<file path="src/rtl/ptw_pkg.sv">
package ptw_pkg;
  localparam int GRAN_LOG2 = 12;
  localparam int STRIDE    = GRAN_LOG2 - 3;

  typedef enum logic [1:0] {
    FLT_NONE  = 2'd0,
    FLT_XLAT  = 2'd1,
    FLT_PERM  = 2'd2,
    FLT_ABORT = 2'd3
  } fault_e;

  typedef enum logic [1:0] {
    DK_BAD,
    DK_TABLE,
    DK_BLOCK,
    DK_PAGE
  } dkind_e;

  typedef enum logic [1:0] {
    ST_IDLE,
    ST_ISSUE,
    ST_WAIT,
    ST_DONE
  } wstate_e;

  // bit position of the lowest address bit resolved at a level
  function automatic logic [5:0] lvl_shift(input logic [1:0] lvl);
    return 6'(GRAN_LOG2 + STRIDE * (3 - int'(lvl)));
  endfunction
endpackage

</file>
<file path="src/rtl/ptw_region_sel.sv">
module ptw_region_sel import ptw_pkg::*; #(
  parameter int PA_W = 48
) (
  input  logic [63:0]     va,
  input  logic [5:0]      tsz0,
  input  logic [5:0]      tsz1,
  input  logic            tbi0,
  input  logic            tbi1,
  input  logic            off0,
  input  logic            off1,
  input  logic [63:0]     ttb0,
  input  logic [63:0]     ttb1,
  output logic            sel_fault,
  output logic [1:0]      start_lvl,
  output logic [6:0]      in_size,
  output logic [PA_W-1:0] base
);
  logic       tbi, hit0, hit1, use1, miss, bad_size;
  logic [5:0] tsz;
  logic [2:0] q;
  logic [6:0] mbits;

  always_comb begin
    tbi  = va[55] ? tbi1 : tbi0;
    hit0 = (tsz0 != 6'd0);
    hit1 = (tsz1 != 6'd0);
    for (int i = 0; i < 64; i++) begin
      if (!(tbi && i >= 56)) begin
        if (i >= 64 - int'(tsz0) && va[i])  hit0 = 1'b0;
        if (i >= 64 - int'(tsz1) && !va[i]) hit1 = 1'b0;
      end
    end
    use1 = 1'b0;
    miss = 1'b0;
    if (hit0)               use1 = 1'b0;
    else if (hit1)          use1 = 1'b1;
    else if (tsz0 == 6'd0)  use1 = 1'b0;
    else if (tsz1 == 6'd0)  use1 = 1'b1;
    else                    miss = 1'b1;

    tsz      = use1 ? tsz1 : tsz0;
    in_size  = 7'd64 - {1'b0, tsz};
    bad_size = (in_size > 7'd48) || (in_size < 7'd13);
    // (in_size - 4) / STRIDE as a compare chain
    if (in_size >= 7'd40)      q = 3'd4;
    else if (in_size >= 7'd31) q = 3'd3;
    else if (in_size >= 7'd22) q = 3'd2;
    else                       q = 3'd1;
    start_lvl = 2'(3'd4 - q);
    mbits     = in_size - 7'(q) * 7'(STRIDE);
    base      = (use1 ? ttb1[PA_W-1:0] : ttb0[PA_W-1:0]) & ({PA_W{1'b1}} << mbits);
    sel_fault = miss | (use1 ? off1 : off0) | bad_size;
  end

  logic unused_hi;
  assign unused_hi = ^{ttb0[63:PA_W], ttb1[63:PA_W]};
endmodule

</file>
<file path="src/rtl/ptw_desc_addr.sv">
module ptw_desc_addr import ptw_pkg::*; #(
  parameter int PA_W = 48
) (
  input  logic [63:0]     va,
  input  logic [6:0]      in_size,
  input  logic [1:0]      lvl,
  input  logic [PA_W-1:0] base,
  output logic [PA_W-1:0] daddr
);
  logic [63:0] masked;
  logic [8:0]  idx;

  always_comb begin
    masked = va & ~({64{1'b1}} << in_size);
    idx    = 9'(masked >> lvl_shift(lvl));
    daddr  = base + PA_W'({idx, 3'b000});
  end
endmodule

</file>
<file path="src/rtl/ptw_desc_decode.sv">
module ptw_desc_decode import ptw_pkg::*; #(
  parameter int PA_W = 48
) (
  input  logic [63:0]     desc,
  input  logic [1:0]      lvl,
  input  logic            wr,
  input  logic [63:0]     va,
  output dkind_e          kind,
  output logic            ro,
  output logic            perm_fail,
  output logic [PA_W-1:0] nxt_base,
  output logic [63:0]     oaddr
);
  logic [63:0] low;

  always_comb begin
    if (!desc[0])       kind = DK_BAD;
    else if (desc[1])   kind = (lvl == 2'd3) ? DK_PAGE : DK_TABLE;
    else                kind = (lvl == 2'd3) ? DK_BAD  : DK_BLOCK;
    ro        = (kind == DK_TABLE) ? desc[62] : desc[7];
    perm_fail = wr && ro && (kind != DK_BAD);
    nxt_base  = {desc[PA_W-1:GRAN_LOG2], {GRAN_LOG2{1'b0}}};
    low       = ~({64{1'b1}} << lvl_shift(lvl));
    oaddr     = ({{(64-PA_W){1'b0}}, desc[PA_W-1:0]} & ~low) | (va & low);
  end

  logic unused_bits;
  assign unused_bits = ^{desc[63], desc[61:PA_W]};
endmodule

</file>
<file path="src/rtl/ptw_walker.sv">
module ptw_walker import ptw_pkg::*; #(
  parameter int PA_W = 48
) (
  input  logic            clk,
  input  logic            rst_n,
  input  logic [5:0]      cfg_tsz0,
  input  logic [5:0]      cfg_tsz1,
  input  logic            cfg_tbi0,
  input  logic            cfg_tbi1,
  input  logic            cfg_off0,
  input  logic            cfg_off1,
  input  logic [63:0]     cfg_base0,
  input  logic [63:0]     cfg_base1,
  input  logic            req_valid,
  output logic            req_ready,
  input  logic [63:0]     req_addr,
  input  logic            req_write,
  output logic            mem_req_valid,
  input  logic            mem_req_ready,
  output logic [PA_W-1:0] mem_req_addr,
  input  logic            mem_rsp_valid,
  input  logic [63:0]     mem_rsp_data,
  input  logic            mem_rsp_err,
  output logic            res_valid,
  input  logic            res_ready,
  output logic [1:0]      res_fault,
  output logic [63:0]     res_oaddr,
  output logic [63:0]     res_mask,
  output logic [1:0]      res_perm,
  output logic [PA_W-1:0] res_fault_addr
);
  localparam logic [63:0] PG_MASK = 64'((64'd1 << GRAN_LOG2) - 1);

  wstate_e         state;
  logic [63:0]     va_q;
  logic            wr_q;
  logic [1:0]      lvl_q;
  logic [6:0]      ins_q;
  logic [PA_W-1:0] base_q;
  fault_e          fault_q;
  logic [63:0]     oaddr_q;
  logic [1:0]      perm_q;
  logic [PA_W-1:0] faddr_q;

  logic            sel_fault;
  logic [1:0]      sel_lvl;
  logic [6:0]      sel_ins;
  logic [PA_W-1:0] sel_base;
  logic [PA_W-1:0] daddr;
  dkind_e          kind;
  logic            ro, perm_fail;
  logic [PA_W-1:0] nxt_base;
  logic [63:0]     leaf_oaddr;

  ptw_region_sel #(.PA_W(PA_W)) u_sel (
    .va(req_addr), .tsz0(cfg_tsz0), .tsz1(cfg_tsz1), .tbi0(cfg_tbi0), .tbi1(cfg_tbi1),
    .off0(cfg_off0), .off1(cfg_off1), .ttb0(cfg_base0), .ttb1(cfg_base1),
    .sel_fault(sel_fault), .start_lvl(sel_lvl), .in_size(sel_ins), .base(sel_base)
  );

  ptw_desc_addr #(.PA_W(PA_W)) u_addr (
    .va(va_q), .in_size(ins_q), .lvl(lvl_q), .base(base_q), .daddr(daddr)
  );

  ptw_desc_decode #(.PA_W(PA_W)) u_dec (
    .desc(mem_rsp_data), .lvl(lvl_q), .wr(wr_q), .va(va_q),
    .kind(kind), .ro(ro), .perm_fail(perm_fail), .nxt_base(nxt_base), .oaddr(leaf_oaddr)
  );

  always_ff @(posedge clk or negedge rst_n) begin
    if (!rst_n) begin
      state   <= ST_IDLE;
      va_q    <= '0;
      wr_q    <= 1'b0;
      lvl_q   <= '0;
      ins_q   <= '0;
      base_q  <= '0;
      fault_q <= FLT_NONE;
      oaddr_q <= '0;
      perm_q  <= '0;
      faddr_q <= '0;
    end else begin
      case (state)
        ST_IDLE: if (req_valid) begin
          va_q   <= req_addr;
          wr_q   <= req_write;
          lvl_q  <= sel_lvl;
          ins_q  <= sel_ins;
          base_q <= sel_base;
          if (sel_fault) begin
            fault_q <= FLT_XLAT;
            oaddr_q <= '0;
            perm_q  <= '0;
            faddr_q <= '0;
            state   <= ST_DONE;
          end else begin
            state <= ST_ISSUE;
          end
        end
        ST_ISSUE: if (mem_req_ready) state <= ST_WAIT;
        ST_WAIT: if (mem_rsp_valid) begin
          oaddr_q <= '0;
          perm_q  <= '0;
          faddr_q <= daddr;
          state   <= ST_DONE;
          if (mem_rsp_err) begin
            fault_q <= FLT_ABORT;
          end else if (kind == DK_BAD) begin
            fault_q <= FLT_XLAT;
          end else if (perm_fail) begin
            fault_q <= FLT_PERM;
          end else if (kind == DK_TABLE) begin
            base_q <= nxt_base;
            lvl_q  <= lvl_q + 2'd1;
            state  <= ST_ISSUE;
          end else begin
            fault_q <= FLT_NONE;
            oaddr_q <= leaf_oaddr;
            perm_q  <= {~ro, 1'b1};
            faddr_q <= '0;
          end
        end
        ST_DONE: if (res_ready) state <= ST_IDLE;
        default: state <= ST_IDLE;
      endcase
    end
  end

  assign req_ready      = (state == ST_IDLE);
  assign mem_req_valid  = (state == ST_ISSUE);
  assign mem_req_addr   = daddr;
  assign res_valid      = (state == ST_DONE);
  assign res_fault      = fault_q;
  assign res_oaddr      = oaddr_q;
  assign res_mask       = PG_MASK;
  assign res_perm       = perm_q;
  assign res_fault_addr = faddr_q;
endmodule

</file>
<file path="config.mk">
export PLATFORM = sky130hd
export DESIGN_NAME = ptw_walker
export DESIGN_NICKNAME = d
export VERILOG_FILES = /design/src/rtl/ptw_pkg.sv /design/src/rtl/ptw_region_sel.sv /design/src/rtl/ptw_desc_addr.sv /design/src/rtl/ptw_desc_decode.sv /design/src/rtl/ptw_walker.sv
export SDC_FILE = /design/constraint.sdc
export NUM_CORES = 1
export LEC_CHECK = 0
export BUFFER_PORTS_ARGS = -buffer_cell sky130_fd_sc_hd__buf_2
export CORE_ASPECT_RATIO = 1.5
export CORE_UTILIZATION = 49
export DETAILED_ROUTE_END_ITERATION = 6
export PLACE_DENSITY_LB_ADDON = 0.3
export REMOVE_ABC_BUFFERS = 1
export SYNTH_ARGS = -nofsm -noshare
export SYNTH_HDL_FRONTEND = slang
export SYNTH_SLANG_ARGS = --single-unit
</file>
<file path="constraint.sdc">
create_clock -name clk -period 7.05 [get_ports clk]
set_input_delay 1.7625 -clock clk [delete_from_list [all_inputs] [get_ports clk]]
set_output_delay 1.7625 -clock clk [all_outputs]
set_load 0.01 [all_outputs]
</file>
==> results of run 1 <==
==> Yosys cell counts, types with 11 or more instances <==
library cell,n
a211oi_1,25
a21o_1,13
a21oi_1,155
a221oi_1,12
a31oi_1,22
and3_1,41
buf_1,11
buf_2,27
buf_4,73
clkbuf_1,99
dfrtp_1,239
ha_1,33
inv_1,123
mux2_1,43
mux2_2,26
mux2i_1,139
nand2_1,413
nand2b_1,27
nand3_1,64
nand4_1,14
nor2_1,197
nor2b_1,20
nor3_1,52
nor4_1,22
o211ai_1,14
o21a_1,16
o21ai_0,147
o22ai_1,16
o31ai_1,34
or3_1,16
xnor2_1,40
xor2_1,23
==> stage by stage <==
step,cells,setup TNS (ns),worst slack (ns),util (%)
detailed placement,3730,-156.80,-2.227,64.71
CTS,3851,-42.07,-1.003,71.71
global placement,3730,-135.81,-2.029,64.71
floorplan,2293,-556.56,-3.760,-
==> cell families after synthesis <==
kind of cell,Yosys count,share of synthesized area (%)
and+or+nand+nor,946,22.91
AOI/OAI and AO/OA,605,20.69
buffers and inverters,355,9.175
DFF,239,30.58
muxes,212,11.47
xor gates and xnor gates,63,2.822
adders and majority gates,35,2.316
other,2,0.03840
==> per-layer routing <==
layer,overflow,global-route usage (%)
met4,20,66.16
met1,0,61.45
met3,0,41.93
met2,8,87.96
met5,1,11.49
==> what timing repair did <==
action	in CTS
pin swaps	123
resized for setup	281
endpoints found under the setup margin	109
buffers inserted	76
cloned	5
==> run_results.csv, run 1 <==
group,metric,value,unit
outcome,error,"[ERROR GRT-0116] Global routing finished with congestion. Check the congestion regions in the DRC Viewer.",
synthesis,syn_avg_cell_area,7.959,sq um
floorplan,die_x,165.1,um
clock_tree,numCtsBuffers,24,
global_routing,groute.usage.overall,64.20,%
placed_design,dpl_cell_area,0.02544,sq mm
clock_tree,h-tree-depth,1,
floorplan,num_rows,89,
synthesis,ys.flop_type,"dfrtp_1",
global_routing,grt-ovfl-total,29,
global_routing,grt_pass1_vias,28140,
synthesis,syn_area,0.01956,sq mm
placed_design,place_congestion,1.155,
clock_tree,cts.path.max_buffers,3,
synthesis,postSynth.asyncResetShare,100.0,%
clock_tree,holdBufCountCts,0,
global_routing,grt_start_max_net_pins,170,
synthesis,yosysSeqAreaShare,30.58,%
clock_tree,clkSinkCount,239,
synthesis,synth_top_area_share,30.58,%
outcome,stop_stage,"global routing (5_1_grt)",
synthesis,synth_seq_cells,239,
synthesis,synth_cell_type_count,120,
placed_design,dp_hpwl,79.29,mm
clock_tree,clock-root-buffer,"clkbuf_16",
placed_design,portBuffers,392,
global_routing,grt_pass1_wl,189.3,mm
synthesis,yosys_warnings,0,
floorplan,die_h,246.7,um
outcome,status,"did not finish",
synthesis,synth-edff-count,0,
synthesis,syn_inst,2457,
synthesis,synth_top_area_cell,"dfrtp_1",
floorplan,io_pins,511,
floorplan,initial_core_util,49.75,%
synthesis,synth.area.top_cells,"dfrtp_1, nand2_1, mux2i_1",
==> run 2: changes to the inputs <==
--- a/config.mk
+++ b/config.mk
@@ -6,10 +6,9 @@
 export NUM_CORES = 1
 export LEC_CHECK = 0
 export BUFFER_PORTS_ARGS = -buffer_cell sky130_fd_sc_hd__buf_2
-export CORE_ASPECT_RATIO = 1.5
-export CORE_UTILIZATION = 49
+export CORE_UTILIZATION = 35
 export DETAILED_ROUTE_END_ITERATION = 6
-export PLACE_DENSITY_LB_ADDON = 0.3
+export PLACE_DENSITY_LB_ADDON = 0.15
 export REMOVE_ABC_BUFFERS = 1
 export SYNTH_ARGS = -nofsm -noshare
 export SYNTH_HDL_FRONTEND = slang
==> constraint.sdc (replaced) <==
create_clock -name clk -period 9.2 [get_ports clk]
set_input_delay 2.3 -clock clk [delete_from_list [all_inputs] [get_ports clk]]
set_output_delay 2.3 -clock clk [all_outputs]
set_load 0.01 [all_outputs]
==> run_results.csv, run 2 <==
group,metric,value,unit
critical_path,path_max_fanout,15,
layout,final_cell_count_no_fill,3901,
timing,worst_pin_slew,1.158,ns
critical_path,crit_required,9.65,ns
synthesis,postSynth.asyncResetShare,100.0,%
detailed_routing,drt_wl_total,91.73,mm
placed_design,preCtsSetupSlack,-0.9985,ns
critical_path,r2r-start,"ins_q[6]$_DFFE_PN0P_",
clock_tree,clkSinkCount,239,
detailed_routing,drt_iter0_drc,1897,
timing,skew,0.01250,ns
floorplan,dieArea,0.05683,sq mm
timing,layout_setup_ws,0.2143,ns
global_routing,use_met3,3.100,%
placed_design,place_congestion,0.9667,
synthesis,synth_top_area_share,30.58,%
synthesis,synth.area.top_cells,"dfrtp_1, nand2_1, mux2i_1",
synthesis,yosysSeqAreaShare,30.58,%
critical_path,crit_path_start_kind,"input pin",
critical_path,r2r_setup_slack,3.15,ns
critical_path,worst_path_largest_cell_delay,0.51,ns
outcome,status,"completed",
pwr,max-vdd-ir-drop,0.1622,mV
clock_tree,holdBufCountCts,0,
global_routing,top_usage_layer,"met2",
pwr,p_switching,3.025,mW
layout,area.growth.synth_to_final,33.24,%
synthesis,synth_most_common_cell,"nand2_1",
critical_path,crit_top_cell,"buf_4",
worst_hold_path,hold_start,"res_oaddr[48]$_DFFE_PN0P_",
clock_tree,cts.path.max_buffers,3,
detailed_routing,num_vias,21530,
worst_hold_path,holdPathStages,1,
placed_design,dp_hpwl,73.32,mm
floorplan,initial_core_util,35.43,%
global_routing,grt_pass1_vias,20650,
timing,hold_viol,0,
clock_tree,numCtsBuffers,28,
critical_path,crit_family,"compound AO/OA/AOI/OAI gates",
timing,drv_slew,0,
pwr,p_comb_share,54.7,%
timing,fin_crit_sh,97.67,%
synthesis,syn_area,0.01956,sq mm
layout,register_area,0.005986,sq mm
floorplan,coreArea,0.05520,sq mm
layout,regMostFlops,"va_q",
critical_path,cp_slowest_cell,"or4b_4",
timing,setup-violations-final,0,
detailed_routing,post_drt_wl_per_cell,23.52,um
synthesis,synth_top_area_cell,"dfrtp_1",
global_routing,grt-ovfl-total,0,
layout,finalNetCount,3447,
synthesis,synth_seq_cells,239,
detailed_routing,drt_drc_violations_left,0,
detailed_routing,dr.pass1.iters,6,
synthesis,synth_common_cells,"nand2_1, dfrtp_1, nor2_1, a21oi_1, o21ai_0",
timing,holdWs,0.4813,ns
global_routing,grt_use_met2,51.48,%
synthesis,synth-edff-count,0,
pwr,pwr-share-clk,18.0,%
clock_tree,cts_tree,"done",
placed_design,dpl_cell_area,0.02454,sq mm
global_routing,grt_util_met1,40.99,%
timing,period_needed,8.986,ns
layout,multi_input_area,0.01241,sq mm
flow_run,drv_cap,0,
floorplan,die_x,238.4,um
floorplan,io_pins,511,
global_routing,grt_start_max_net_pins,156,
placed_design,portBuffers,392,
worst_hold_path,hold_path.class,"reg -> reg",
critical_path,crit_type,"in -> reg",
clock_tree,h-tree-depth,1,
pwr,p_sw_share,46.36,%
pwr,pwr_density_cell,250.4,mW/mm^2
global_routing,grt_pass1_wl,132.7,mm
detailed_routing,avgViaCountPerCell,5.518,
critical_path,critPathBufInv,11,
layout,drive_above_1_share,32.09,%
critical_path,critPathCaptureType,"flip-flop",
timing,slew_headroom,22.80,%
placed_design,dp_cells,3830,
clock_tree,clock-root-buffer,"clkbuf_16",
global_routing,groute.usage.overall,31.01,%
synthesis,ys.flop_type,"dfrtp_1",
layout,fin_area,0.02606,sq mm
layout,utilization,47.20,%
clock_tree,clkLatencyLatePin,0.57,ns
floorplan,die_h,238.4,um
critical_path,r2r_end,"res_fault_addr[41]$_DFFE_PN0P_",
pwr,seqPwrFrac,27.4,%
timing,max_freq,0.1113,GHz
pwr,p_int,3.500,mW
layout,final_common_cell,"nand2_1",
layout,layout_common_cells,"nand2_1, buf_4, buf_2",
layout,largest_reg_flops,64,
synthesis,synth_cell_type_count,120,
critical_path,r2r_cells,26,
global_routing,antenna_found_initial,1,
detailed_routing,ant_nets,0,
pwr,leakagePower,12.76,nW
critical_path,arrival,9.44,ns
worst_hold_path,hold_end,"res_oaddr[48]$_DFFE_PN0P_",
clock_tree,clkTransAtPathRegs,0.07,ns
synthesis,syn_avg_cell_area,7.959,sq um
floorplan,num_rows,86,
synthesis,yosys_warnings,0,
synthesis,syn_inst,2457,
layout,fill_cells,5624,
[run 2: cell counts after synthesis]
Identical to the previous run, type by type.
[run 2: routing by layer]
metal / part of all wire (%) / up-vias
met2: 47 / 891
met4: 4.4 / 0
met5: 0 / -
met3: 5.9 / 197
li1: - / 9948
met1: 43 / 10490
[run 2: cells by family after synthesis]
logic type,Yosys count,share of synthesized area (%)
AND/OR/NAND/NOR,946,22.91
AO/OA/AOI/OAI,605,20.69
buffers and inverters,355,9.175
flip-flops,239,30.58
multiplexers,212,11.47
XOR/XNOR,63,2.822
adder cells (fa/ha/maj),35,2.316
other,2,0.03840
[run 2: metrics by stage]
step	setup TNS (ns)	total power, mW
CTS	0	6.454
global placement	-35.30	5.224
finish	0	6.525
floorplan	-264.09	3.670
detailed placement	-36.38	5.260
global route	-0.3931	6.927
[run 2: area by class of cell]
| class | instances | share of cell area [%] |
|---|---|---|
| well taps | 748 | 3.592 |
| repair buffers | 809 | 20.28 |
| inverters | 128 | 1.844 |
| multi-input cells | 1926 | 47.64 |
| diodes | 2 | 0.01921 |
| flip-flops and latches | 239 | 22.97 |
| clock buffers | 38 | 3.107 |
| clock inverters | 11 | 0.5378 |
[run 2: what timing repair did]
action | in CTS | in global routing
buffers inserted | 2 | 14
gates cloned | 0 | 4
endpoints found under the setup margin | 47 | 57
pin swaps | 1 | 20
resized for setup | 12 | 81
[run 2: worst max path at each step]
| stage | endpoint | slack (ns) | cells after the start | start |
|---|---|---|---|---|
| 2_1_floorplan | res_oaddr[16]$_DFFE_PN0P_ | -2.15 | 16 | cfg_tsz1[0] |
| 3_5_place_dp | base_q[38]$_DFFE_PN0P_ | -1.0 | 35 | cfg_tsz1[0] |
| 6_report | base_q[37]$_DFFE_PN0P_ | 0.21 | 39 | cfg_tsz1[1] |
| 3_3_place_gp | base_q[35]$_DFFE_PN0P_ | -0.96 | 37 | cfg_tsz1[0] |
| 5_1_grt | base_q[1]$_DFFE_PN0P_ | -0.05 | 41 | cfg_tsz0[1] |
| 4_1_cts | base_q[32]$_DFFE_PN0P_ | 0.008 | 41 | cfg_tsz1[0] |
[run 2: power groups by stage]
| stage | registers, mW | clock network (mW) | logic, mW |
|---|---|---|---|
| after detailed placement | 1.79 | 0 | 3.47 |
| after CTS | 1.78 | 1.19 | 3.49 |
| after global placement | 1.78 | 0 | 3.44 |
| after floorplan | 1.73 | 0 | 1.94 |
| after global routing | 1.82 | 1.23 | 3.87 |
| final | 1.79 | 1.17 | 3.57 |
[run 2: worst reg2reg max path, cell delays in order (launching register included)]
cell	delay (ns)
dfrtp_2	0.58
or2_2	0.33
nor2_1	0.16
a21oi_1	0.26
a21oi_1	0.11
a21oi_1	0.31
mux4_2	0.29
nand2_1	0.07
o21ai_0	0.18
ha_1	0.24
inv_1	0.06
fa_1	0.44
nor2b_1	0.14
o21ai_0	0.12
a21boi_1	0.21
o21ai_0	0.14
a21boi_1	0.21
o21ai_0	0.13
a21boi_0	0.29
o21ai_1	0.21
nand3b_1	0.36
nor4_1	0.34
buf_4	0.20
nand3_1	0.10
xnor2_1	0.23
nand2_1	0.08
mux2i_1	0.18
No activity file was read; power rests on OpenSTA's default activity.
